==> config.mk <==
export PLATFORM = sky130hd
export DESIGN_NAME = flag_alu
export DESIGN_NICKNAME = d
export VERILOG_FILES = /design/src/rtl/alu_flags_pkg.sv /design/src/rtl/alu_core.sv /design/src/rtl/flag_reg.sv /design/src/rtl/cond_eval.sv /design/src/rtl/flag_alu.sv
export SDC_FILE = /design/constraint.sdc
export NUM_CORES = 1
export LEC_CHECK = 0
export CAP_MARGIN = 40
export CELL_PAD_IN_SITES_DETAIL_PLACEMENT = 1
export CELL_PAD_IN_SITES_GLOBAL_PLACEMENT = 1
export CORE_MARGIN = 2
export CORE_UTILIZATION = 37
export DETAILED_ROUTE_END_ITERATION = 16
export MAX_ROUTING_LAYER = met4
export PLACE_DENSITY = 0.89
export SETUP_SLACK_MARGIN = 0.5
export SYNTH_ARGS = -nofsm -noshare
export SYNTH_HDL_FRONTEND = slang
export SYNTH_SLANG_ARGS = --single-unit
==> constraint.sdc <==
create_clock -name clk -period 6.75 [get_ports clk]
set_input_delay 1.0125 -clock clk [delete_from_list [all_inputs] [get_ports clk]]
set_output_delay 1.0125 -clock clk [all_outputs]
set_load 0.03 [all_outputs]
==> src/rtl/alu_flags_pkg.sv <==
`timescale 1ns/10ps
package alu_flags_pkg;

  localparam int WORD_W = 32;
  localparam int NIB_W  = 4;
  localparam int BYTE_W = 8;
  localparam int FLAG_W = 6;
  localparam int COND_W = 4;

  typedef enum logic [2:0] {
    OP_ADD = 3'd0,
    OP_SUB = 3'd1,
    OP_CMP = 3'd2,
    OP_INC = 3'd3,
    OP_DEC = 3'd4,
    OP_NEG = 3'd5,
    OP_AND = 3'd6,
    OP_OR  = 3'd7
  } alu_op_e;

  // bit order gives carry at bit 0 through overflow at bit 5
  typedef struct packed {
    logic of;
    logic sf;
    logic zf;
    logic af;
    logic pf;
    logic cf;
  } flags_t;

  function automatic logic [WORD_W-1:0] size_mask(input logic [1:0] sz);
    case (sz)
      2'd0:    size_mask = {{(WORD_W-8){1'b0}}, {8{1'b1}}};
      2'd1:    size_mask = {{(WORD_W-16){1'b0}}, {16{1'b1}}};
      default: size_mask = {WORD_W{1'b1}};
    endcase
  endfunction

  function automatic logic sized_msb(input logic [WORD_W-1:0] v, input logic [1:0] sz);
    case (sz)
      2'd0:    sized_msb = v[7];
      2'd1:    sized_msb = v[15];
      default: sized_msb = v[WORD_W-1];
    endcase
  endfunction

  // bit just above the selected width of a widened sum or difference
  function automatic logic carry_at(input logic [WORD_W:0] v, input logic [1:0] sz);
    case (sz)
      2'd0:    carry_at = v[8];
      2'd1:    carry_at = v[16];
      default: carry_at = v[WORD_W];
    endcase
  endfunction

  function automatic logic even_ones(input logic [BYTE_W-1:0] v);
    even_ones = ~(^v);
  endfunction

endpackage

==> src/rtl/alu_core.sv <==
`timescale 1ns/10ps
module alu_core
  import alu_flags_pkg::*;
(
  input  logic [2:0]        op_i,
  input  logic [1:0]        size_i,
  input  logic [WORD_W-1:0] a_i,
  input  logic [WORD_W-1:0] b_i,
  output logic [WORD_W-1:0] result_o,
  output flags_t            nxt_flags_o,
  output logic              keep_cf_o,
  output logic              writes_o
);

  logic [WORD_W-1:0] mask;
  logic [WORD_W-1:0] a_m, b_m;
  logic [WORD_W-1:0] x_opnd, y_opnd;
  logic              do_sub;
  logic              is_logic;
  logic [WORD_W:0]   arith_raw;
  logic [WORD_W-1:0] logic_res;
  logic [WORD_W-1:0] sized_res;

  // named internal events
  logic carry_out_w;
  logic half_carry_w;
  logic signed_ovf_w;

  assign mask = size_mask(size_i);
  assign a_m  = a_i & mask;
  assign b_m  = b_i & mask;

  always_comb begin
    x_opnd   = a_m;
    y_opnd   = b_m;
    do_sub   = 1'b0;
    is_logic = 1'b0;
    case (alu_op_e'(op_i))
      OP_ADD: ;
      OP_SUB, OP_CMP: do_sub = 1'b1;
      OP_INC: y_opnd = {{(WORD_W-1){1'b0}}, 1'b1};
      OP_DEC: begin
        y_opnd = {{(WORD_W-1){1'b0}}, 1'b1};
        do_sub = 1'b1;
      end
      OP_NEG: begin
        x_opnd = '0;
        y_opnd = a_m;
        do_sub = 1'b1;
      end
      default: is_logic = 1'b1;
    endcase
  end

  assign arith_raw = do_sub ? ({1'b0, x_opnd} - {1'b0, y_opnd})
                            : ({1'b0, x_opnd} + {1'b0, y_opnd});
  assign logic_res = (op_i == OP_AND) ? (a_m & b_m) : (a_m | b_m);
  assign sized_res = is_logic ? logic_res : (arith_raw[WORD_W-1:0] & mask);

  assign carry_out_w  = carry_at(arith_raw, size_i);
  assign half_carry_w = x_opnd[NIB_W] ^ y_opnd[NIB_W] ^ arith_raw[NIB_W];

  always_comb begin
    logic sx, sy, sr;
    sx = sized_msb(x_opnd, size_i);
    sy = sized_msb(y_opnd, size_i);
    sr = sized_msb(sized_res, size_i);
    if (do_sub) signed_ovf_w = (sx != sy) && (sr != sx);
    else        signed_ovf_w = (sx == sy) && (sr != sx);
  end

  always_comb begin
    nxt_flags_o.cf = is_logic ? 1'b0 : carry_out_w;
    nxt_flags_o.of = is_logic ? 1'b0 : signed_ovf_w;
    nxt_flags_o.af = is_logic ? 1'b0 : half_carry_w;
    nxt_flags_o.sf = sized_msb(sized_res, size_i);
    nxt_flags_o.zf = (sized_res == '0);
    nxt_flags_o.pf = even_ones(sized_res[BYTE_W-1:0]);
  end

  assign result_o  = sized_res;
  assign keep_cf_o = (op_i == OP_INC) || (op_i == OP_DEC);
  assign writes_o  = (op_i != OP_CMP);

endmodule

==> src/rtl/flag_reg.sv <==
`timescale 1ns/10ps
module flag_reg
  import alu_flags_pkg::*;
(
  input  logic   clk,
  input  logic   rst_n,
  input  logic   load_i,
  input  logic   keep_cf_i,
  input  flags_t nxt_i,
  output flags_t q_o
);

  flags_t q;

  always_ff @(posedge clk or negedge rst_n) begin
    if (!rst_n) begin
      q <= '0;
    end else if (load_i) begin
      q    <= nxt_i;
      q.cf <= keep_cf_i ? q.cf : nxt_i.cf;
    end
  end

  assign q_o = q;

  // carry survives increment and decrement
  a_r7_carry_kept: assert property (@(posedge clk) disable iff (!rst_n)
    (load_i && keep_cf_i) |=> (q.cf == $past(q.cf)));

  // no load, no change
  a_r9_hold_without_load: assert property (@(posedge clk) disable iff (!rst_n)
    !load_i |=> $stable(q));

endmodule

==> src/rtl/cond_eval.sv <==
`timescale 1ns/10ps
module cond_eval
  import alu_flags_pkg::*;
(
  input  flags_t            flags_i,
  input  logic [COND_W-1:0] cond_i,
  output logic              taken_o
);

  logic base;
  logic sign_ne_ovf;

  assign sign_ne_ovf = flags_i.sf ^ flags_i.of;

  always_comb begin
    case (cond_i[COND_W-1:1])
      3'd0:    base = flags_i.of;
      3'd1:    base = flags_i.cf;
      3'd2:    base = flags_i.zf;
      3'd3:    base = flags_i.cf | flags_i.zf;
      3'd4:    base = flags_i.sf;
      3'd5:    base = flags_i.pf;
      3'd6:    base = sign_ne_ovf;
      default: base = flags_i.zf | sign_ne_ovf;
    endcase
  end

  assign taken_o = base ^ cond_i[0];

endmodule

==> src/rtl/flag_alu.sv <==
`timescale 1ns/10ps
module flag_alu
  import alu_flags_pkg::*;
(
  input  logic                clk,
  input  logic                rst_n,
  input  logic [2:0]          op_i,
  input  logic [1:0]          size_i,
  input  logic [WORD_W-1:0]   a_i,
  input  logic [WORD_W-1:0]   b_i,
  input  logic                load_i,
  input  logic [COND_W-1:0]   cond_i,
  output logic [WORD_W-1:0]   result_o,
  output logic                wr_valid_o,
  output logic [FLAG_W-1:0]   flags_o,
  output logic                cond_true_o
);

  flags_t nxt_flags;
  flags_t cur_flags;
  logic   keep_cf;

  alu_core u_core (
    .op_i        (op_i),
    .size_i      (size_i),
    .a_i         (a_i),
    .b_i         (b_i),
    .result_o    (result_o),
    .nxt_flags_o (nxt_flags),
    .keep_cf_o   (keep_cf),
    .writes_o    (wr_valid_o)
  );

  flag_reg u_flags (
    .clk       (clk),
    .rst_n     (rst_n),
    .load_i    (load_i),
    .keep_cf_i (keep_cf),
    .nxt_i     (nxt_flags),
    .q_o       (cur_flags)
  );

  cond_eval u_cond (
    .flags_i (cur_flags),
    .cond_i  (cond_i),
    .taken_o (cond_true_o)
  );

  assign flags_o = cur_flags;

  // registered zero flag agrees with the result seen at load
  a_r3_zero_tracks_result: assert property (@(posedge clk) disable iff (!rst_n)
    load_i |=> (flags_o[3] == ($past(result_o) == '0)));

  // registered parity agrees with the low byte seen at load
  a_r6_parity_low_byte: assert property (@(posedge clk) disable iff (!rst_n)
    load_i |=> (flags_o[1] == even_ones($past(result_o[BYTE_W-1:0]))));

  // a compare of a smaller unsigned value leaves a borrow
  a_r8_compare_borrow: assert property (@(posedge clk) disable iff (!rst_n)
    (load_i && op_i == OP_CMP && ((a_i & size_mask(size_i)) < (b_i & size_mask(size_i))))
      |=> flags_o[0]);

endmodule

==> impl_results.md, run 1 <==
* Status: aborted with a tool error
* Last stage: global routing
* Stop err: [ERROR GRT-0232] Routing congestion too high. Check the congestion heatmap in the GUI.
* Yosys warnings at 0
* Worst ep type: sequential cell input
* Dpl ws at -0.736 ns
* Row cnt at 43
* CTS Sinks at 6
* Unique cell type count in the Yosys netlist at 85
* Initial Utilization at 0.376
* Post-DP HPWL at 22800 um
* Post-synth EDFFs at 0
* Post-Syn Area at 0.00520 sq mm
* Async SR Flop Fraction at 1.00
* H-tree depth at 1
* Primary FF master, synth: dfrtp_1
* Clk buf depth at 2
* Clk root buf: clkbuf_16
* Largest net degree at the start of global routing at 55
* Syn Inst Count at 790
* DIE WIDTH at 123 um
* Sequential element share of the synthesized area at 0.0289
* Gpl congestion at 1.02
* Syn nets at 903
* PortBufs at 115
* Ports at 116
* Gr usage total at 0.787
* Die span in y at 123 um
* #FFs+latches synth at 6
* GRT overflow at 96
* CTS Buf Count at 3
* Worst endpoint from the post-global-route timing repair: u_flags.q_o[3]$_DFFE_PN0P_/D
* Synth Area per Inst at 6.59 sq um
==> layer usage <==
| layer | GRT overflow | GRT usage |
|---|---|---|
| met1 | 1 | 0.760 |
| met2 | 51 | 0.949 |
| met3 | 0 | 0.580 |
| met4 | 44 | 0.838 |
| met5 | - | - |
==> per-stage QoR <==
step	cell area (sq um)	std cells
floorplan	5270	790
global placement	7760	1216
detailed placement	7760	1216
CTS	8760	1260
==> synthesized netlist by cell type, drive strengths merged, types with 17 or more instances <==
cell type  instances  share of area
nor2              73          0.053
clkbuf            33          0.028
buf               26          0.032
ha                36          0.087
xnor2             24          0.040
inv               27          0.019
nand2             82          0.061
a21oi             80          0.081
maj3              21          0.040
nand3             17          0.016
o21ai             58          0.058
a22oi             19          0.027
and3              41          0.049
xor2              29          0.049
==> cells by family after synthesis <==
family / count (synthesis) / share of synthesized area
buf+inv: 87 / 0.0801
fa+ha+maj: 58 / 0.131
mux: 7 / 0.0149
simple gates: 299 / 0.293
compound gates: 280 / 0.363
flops: 6 / 0.0289
xor+xnor: 53 / 0.0892
==> repair_timing <==
item,in CTS
setup buffers,40
endpoints found under the setup margin,27
pin swaps,85
hold buffers,0
gates cloned,1
gates resized for setup,195
==> run 2: changes to the inputs <==
--- a/config.mk
+++ b/config.mk
@@ -6,14 +6,10 @@
 export NUM_CORES = 1
 export LEC_CHECK = 0
 export CAP_MARGIN = 40
-export CELL_PAD_IN_SITES_DETAIL_PLACEMENT = 1
-export CELL_PAD_IN_SITES_GLOBAL_PLACEMENT = 1
 export CORE_MARGIN = 2
-export CORE_UTILIZATION = 37
+export CORE_UTILIZATION = 40
 export DETAILED_ROUTE_END_ITERATION = 16
-export MAX_ROUTING_LAYER = met4
-export PLACE_DENSITY = 0.89
-export SETUP_SLACK_MARGIN = 0.5
+export PLACE_DENSITY_LB_ADDON = 0.15
 export SYNTH_ARGS = -nofsm -noshare
 export SYNTH_HDL_FRONTEND = slang
 export SYNTH_SLANG_ARGS = --single-unit
==> run 2 against run 1 <==
Net effect:
- the run now ends clean
- synthesized cell count stayed put
- synthesized area did not move
==> impl_results.md, run 2 <==
* Status: complete, no violations
* Slowest-stage cell, CP: or4_4
* Ranking of synthesized cells by area: ha_1 8.7%, a21oi_1 7.2%, nand2_1 5.8%, nor2_1 5.3%, o21ai_0 5.0%
* DRC Markers at 0
* Power Total at 1.55 mW
* First-pass GRT wire length at 36600 um
* Most Crowded Layer GR: met2
* Max IR drop VDD at 194 uV
* Top-count cell post-synth: nand2_1
* Hold buffer count at cts at 0 (unchanged)
* Area growth syn-to-layout at 58.4%
* Die area at 0.0139 sq mm
* Hold depth at 2
* Setup CP Type: in2out
* Most used cell along the critical path: buf_4
* Area occupied by multi-input gates at 0.00493 sq mm
* Async SR Flop Fraction at 1.00 (unchanged)
* Hold/Removal Path Class: reg2reg
* Max reg flops at 6
* Min Tclk post-route at 6.64 ns
* Max frequency at 151 MHz
* Ant. Diodes at 0
* Gpl congestion at 1.07 (+4.6%)
* Routing usage on met2 at 0.555
* Reg2Reg Setup Slack at 5.94 ns
* Slew margin rel. at 0.533
* Worst Skew at 0 ns
* Fin Hold WS at 0.517 ns
* TNS Setup at 0 ns
* Final ANT Viol Nets at 0
* Synth top cells by count: 80 x nand2_1, 75 x a21oi_1, 73 x nor2_1
* Dpl ws at -0.636 ns (+0.0999 ns)
* Row cnt at 41 (-4.7%)
* Startpoint class of the critical path: primary input
* Post-DP HPWL at 19100 um (-16%)
* Wirelength per Cell at 19.3 um
* Yosys top cell area share at 0.0866 (unchanged)
* Drt total wl at 23800 um
* Clk root buf: clkbuf_16
* Post-Syn Area at 0.00520 sq mm (unchanged)
* Worst r2r src: u_flags.q_o[3]
* Critical-path cell list: clkdlybuf4s50_1, a22o_1, a21oi_1, a31oi_1, or4_4, or3_4, buf_4, o21ai_0, xnor2_1, ha_1, nand2_1, nor2_1, a221oi_2, buf_4, a21oi_1, nor2_1, xor2_1, a221oi_2, buf_4
* Post-synth EDFFs at 0 (unchanged)
* Synth Area per Inst at 6.59 sq um (unchanged)
* Placeable Area at 0.0127 sq mm
* Standby leakage power at 3.80 nW
* DRT iter0 DRCs at 467
* Ports at 116 (unchanged)
* Syn Inst Count at 790 (unchanged)
* Reg2reg end: u_flags.q_o[3]
* Post-route insts no fill at 1234
* Met1 usage at 0.418
* Final Hold Viols at 0
* WHS Endpoint: u_flags.q_o[2]
* Commonest cells after routing, fill and taps aside: 232 x buf_4, 79 x nand2_1, 78 x clkdlybuf4s50_1
* Fillers at 1228
* Worst-path clk slew at 0.03 ns
* Initial Utilization at 0.411 (+0.0343)
* Die span in y at 118 um (-3.7%)
* Post-placement cell count at 1224 (+0.66%)
* DIE WIDTH at 118 um (-3.7%)
* R2r worst-path depth at 2
* CP arrival at 5.63 ns
* Tightest Pin Transition at 0.698 ns
* Post-route setup slack at 0.112 ns
* Data required, critical path at 5.74 ns
* Nets@finish at 1177
* RSZ-0062 raised after global routing: true
* Pins Over Slew Limit at 0
* Hold Path Origin: u_flags.q_o[2]
* Clk buf depth at 2 (unchanged)
* Commonest non-fill, non-tap cell in the layout: buf_4
* Final setup vio count at 0
* Final Cycle Share at 0.983
* Worst Path Buf+Inv at 4
* Cell family with most CP delay: compound AO/OA/AOI/OAI gates
* Post-layout util at 0.651
* Yosys warnings at 0 (unchanged)
* Number of max-cap violations at 0
* Share of layout cells above drive strength 1 at 0.315
* Non-Filler Cell Area, Final at 0.00824 sq mm
* CTS Sinks at 6 (unchanged)
* DRT Pass-1 Iters at 5
* Clock Latency Late Sink at 0.23 ns
* Placed inst area at 0.00779 sq mm (+0.40%)
* Vias in the first global route at 6908
* H-tree depth at 1 (unchanged)
* Largest net degree at the start of global routing at 55
* Gr usage total at 0.323
* CP Max Fanout at 6
* Pwr/cell area at 189 mW/mm^2
* GR Layer Usage met3 at 0.0320
* Worst path max stage delay at 0.57 ns
* Sequential standard cell area at 150 sq um
* CTS Buf Count at 3 (unchanged)
* Unique cell type count in the Yosys netlist at 85 (unchanged)
* Sequential element share of the synthesized area at 0.0289 (unchanged)
* Antenna violations before repair at 0
* Primary FF master, synth: dfrtp_1
* Synth area leader: ha_1
* PortBufs at 115 (unchanged)
* Syn nets at 903 (unchanged)
* GRT overflow at 0
* Mean number of vias per cell at 5.90
* Total number of vias at 7284
* #FFs+latches synth at 6 (unchanged)
* CTS tree: built
* Setup crit end kind: output pin
run 2: how the worst max path moves through the flow:
stage,start,to,depth (start not counted),slack [ns]
5_1_grt,op_i[0],result_o[29],23,-0.04
3_3_place_gp,op_i[1],result_o[29],22,-0.51
6_report,a_i[13],result_o[29],19,0.11
3_5_place_dp,op_i[1],result_o[29],22,-0.64
2_1_floorplan,op_i[1],result_o[31],19,0.04
4_1_cts,b_i[0],result_o[29],21,0.007
run 2: cell families after synthesis:
| group | share of synthesized area |
|---|---|
| xor gates and xnor gates | 0.0892 |
| buffers and inverters | 0.0801 |
| AOI/OAI and AO/OA | 0.363 |
| adders and majority gates | 0.131 |
| DFF | 0.0289 |
| muxes | 0.0149 |
| and+or+nand+nor | 0.293 |
run 2: layout make-up:
type | count | share of cell area
Tap cell | 172 | 0.0261
Multi-Input combinational cell | 697 | 0.599
Clock buffer | 3 | 0.00911
Sequential cell | 6 | 0.0182
Timing Repair Buffer | 328 | 0.335
Inverter | 28 | 0.0128
run 2: worst min-delay path, cell delays in order (launching register included):
cell and delay [ns]:
dfrtp_1 0.36, inv_1 0.05, o21ai_0 0.06
run 2: report_power, final:
group / internal (mW) / switching (mW)
Clock: 0.0761 / 0.0206
Combinational: 0.661 / 0.742
Sequential: 0.0468 / 0.00822
run 2: what timing repair did:
item	4_1_cts	5_1_grt
setup buffers	2	5
cloned	0	0
pin swaps	7	27
endpoints found under the setup margin	10	9
resized for setup	26	62
run 2: per-layer routing:
| metal | up-vias | share of wire |
|---|---|---|
| li1 | 3492 | - |
| met1 | 3470 | 0.43 |
| met2 | 270 | 0.47 |
| met3 | 52 | 0.057 |
| met4 | 0 | 0.039 |
| met5 | - | 0 |
Note: power is estimated with default switching activity, not from simulation.
==> run 3: changes to the inputs <==
--- a/config.mk
+++ b/config.mk
@@ -7,9 +7,11 @@
 export LEC_CHECK = 0
 export CAP_MARGIN = 40
 export CORE_MARGIN = 2
-export CORE_UTILIZATION = 40
+export CORE_UTILIZATION = 53
 export DETAILED_ROUTE_END_ITERATION = 16
 export PLACE_DENSITY_LB_ADDON = 0.15
+export REMOVE_ABC_BUFFERS = 1
+export SKIP_CTS_REPAIR_TIMING = 1
 export SYNTH_ARGS = -nofsm -noshare
 export SYNTH_HDL_FRONTEND = slang
 export SYNTH_SLANG_ARGS = --single-unit
==> run 3 against run 2 <==
Net effect:
- combinational power shrank 3%
- cell count decreased by 5.3%
- core utilization is 17 points higher
- first-iteration DRC count increased by 13%
- final area is 4.1% lower
- clock skew is the same
- critical path depth unchanged
==> impl_results.md, run 3 (synthesis results as in run 2) <==
* Status: complete, no violations
* Clk buf depth at 2 (unchanged)
* Nets@finish at 1150 (-2.3%)
* Gpl congestion at 1.05 (-1.7%)
* Hold Path Origin: u_flags.q_o[2]
* Vias in the first global route at 7040 (+1.9%)
* CTS Buf Count at 3 (unchanged)
* Commonest non-fill, non-tap cell in the layout: buf_4
* CTS tree: built
* R2r worst-path depth at 2 (unchanged)
* Drt total wl at 22300 um (-6.0%)
* Final Cycle Share at 0.991 (+0.00802)
* Final Hold Viols at 0 (unchanged)
* DIE WIDTH at 103 um (-13%)
* Reg2reg end: u_flags.q_o[3]
* Antenna violations before repair at 0 (unchanged)
* Dpl ws at -0.531 ns (+0.105 ns)
* Initial Utilization at 0.540 (+0.129)
* CTS Sinks at 6 (unchanged)
* Startpoint class of the critical path: primary input
* Area growth syn-to-layout at 51.9%
* WHS Endpoint: u_flags.q_o[2]
* Final setup vio count at 0 (unchanged)
* Die span in y at 103 um (-13%)
* Placeable Area at 0.00964 sq mm (-24%)
* Mean number of vias per cell at 6.41 (+8.6%)
* CP Max Fanout at 7 (+1)
* Worst Skew at 0 ns (unchanged)
* Fillers at 725 (-41%)
* Total number of vias at 7488 (+2.8%)
* Data required, critical path at 5.74 ns (about the same)
* Min Tclk post-route at 6.69 ns (+0.0541 ns)
* Max reg flops at 6 (unchanged)
* Tightest Pin Transition at 0.737 ns (+0.0384 ns)
* Pins Over Slew Limit at 0 (unchanged)
* Setup CP Type: in2out
* Final ANT Viol Nets at 0 (unchanged)
* First-pass GRT wire length at 33100 um (-9.8%)
* Post-DP HPWL at 17300 um (-9.3%)
* Hold/Removal Path Class: reg2reg
* Die area at 0.0106 sq mm (-24%)
* Number of max-cap violations at 0 (unchanged)
* Non-Filler Cell Area, Final at 0.00791 sq mm (-4.1%)
* Placed inst area at 0.00752 sq mm (-3.5%)
* CP arrival at 5.68 ns (+0.05 ns)
* Commonest cells after routing, fill and taps aside: 207 x buf_4, 84 x clkdlybuf4s50_1, 77 x nand2_1
* DRT Pass-1 Iters at 5 (unchanged)
* Hold depth at 2 (unchanged)
* Clock Latency Late Sink at 0.24 ns (about the same)
* Share of layout cells above drive strength 1 at 0.291 (-0.0237)
* RSZ-0062 raised after global routing: true
* PortBufs at 115 (unchanged)
* GRT overflow at 0 (unchanged)
* Worst r2r src: u_flags.q_o[3]
* Standby leakage power at 3.61 nW (-5.0%)
* Reg2Reg Setup Slack at 5.91 ns (-0.03 ns)
* Ant. Diodes at 0 (unchanged)
* Slew margin rel. at 0.509 (-0.0239)
* Post-route setup slack at 0.0581 ns (-0.0541 ns)
* Area occupied by multi-input gates at 0.00493 sq mm (-0.18%)
* DRC Markers at 0 (unchanged)
* H-tree depth at 1 (unchanged)
* Pwr/cell area at 186 mW/mm^2 (-1.2%)
* DRT iter0 DRCs at 528 (+13%)
* Largest net degree at the start of global routing at 55 (unchanged)
* TNS Setup at 0 ns (unchanged)
* Gr usage total at 0.392 (+0.0696)
* Sequential standard cell area at 150 sq um (unchanged)
* Max IR drop VDD at 223 uV (+15%)
* Worst-path clk slew at 0.04 ns (about the same)
* Ports at 116 (unchanged)
* Clk root buf: clkbuf_8
* Max frequency at 149 MHz (-0.81%)
* Setup crit end kind: output pin
* Wirelength per Cell at 19.1 um (-0.73%)
* Row cnt at 36 (-12%)
run 3: metal layers:
metal	share of wire	GRT usage	wire length [um]	up-vias
met1	0.39	0.478	8780	3502
met5	0	0	0	-
met3	0.077	0.0332	1730	108
met2	0.48	0.680	10600	436
met4	0.054	0.214	1200	0
li1	-	-	-	3442
run 3: worst max path at each step:
| stage | start | to | cells past startpoint |
|---|---|---|---|
| finish | b_i[0] | result_o[31] | 19 |
| global route | b_i[0] | result_o[31] | 21 |
| CTS | op_i[1] | result_o[29] | 21 |
| detailed placement | op_i[1] | result_o[29] | 21 |
| global placement | op_i[1] | result_o[29] | 21 |
| floorplan | op_i[0] | result_o[31] | 17 |
run 3: cell type report:
cell class,instances,share of cell area
Clock buffer,3,0.00522
Inverter,28,0.0133
Multi-Input combinational cell,697,0.623
Sequential cell,6,0.0190
Tap cell,133,0.0211
Timing Repair Buffer,301,0.318
run 3: through the flow:
stage	cells	hold WS [ns]	util	power, mW
3_5_place_dp	1160	0.539	0.781	1.32
2_1_floorplan	731	0.654	-	0.754
6_report	1168	0.545	0.820	1.47
4_1_cts	1163	0.547	0.785	1.38
3_3_place_gp	1160	0.511	0.781	1.28
5_1_grt	1168	0.561	0.820	1.57
run 3: critical path: stages:
cell             delay, ns
clkdlybuf4s50_1       0.42
buf_4                 0.15
nor2b_1               0.12
o21ai_1               0.14
a211oi_2              0.27
and4bb_2              0.33
o211ai_1              0.13
buf_4                 0.19
or3_4                 0.42
or2_4                 0.28
o21ai_0               0.22
xnor2_1               0.11
ha_1                  0.40
nand4_1               0.17
or3_1                 0.36
o211ai_1              0.27
xnor2_1               0.14
a221oi_2              0.30
buf_4                 0.22
run 3: power breakdown:
group / switching (mW) / internal, mW / total, mW
registers: 0.00973 / 0.0467 / 0.0565
clock network: 0.0213 / 0.0388 / 0.0601
logic: 0.729 / 0.627 / 1.36
total: 0.760 / 0.712 / 1.47
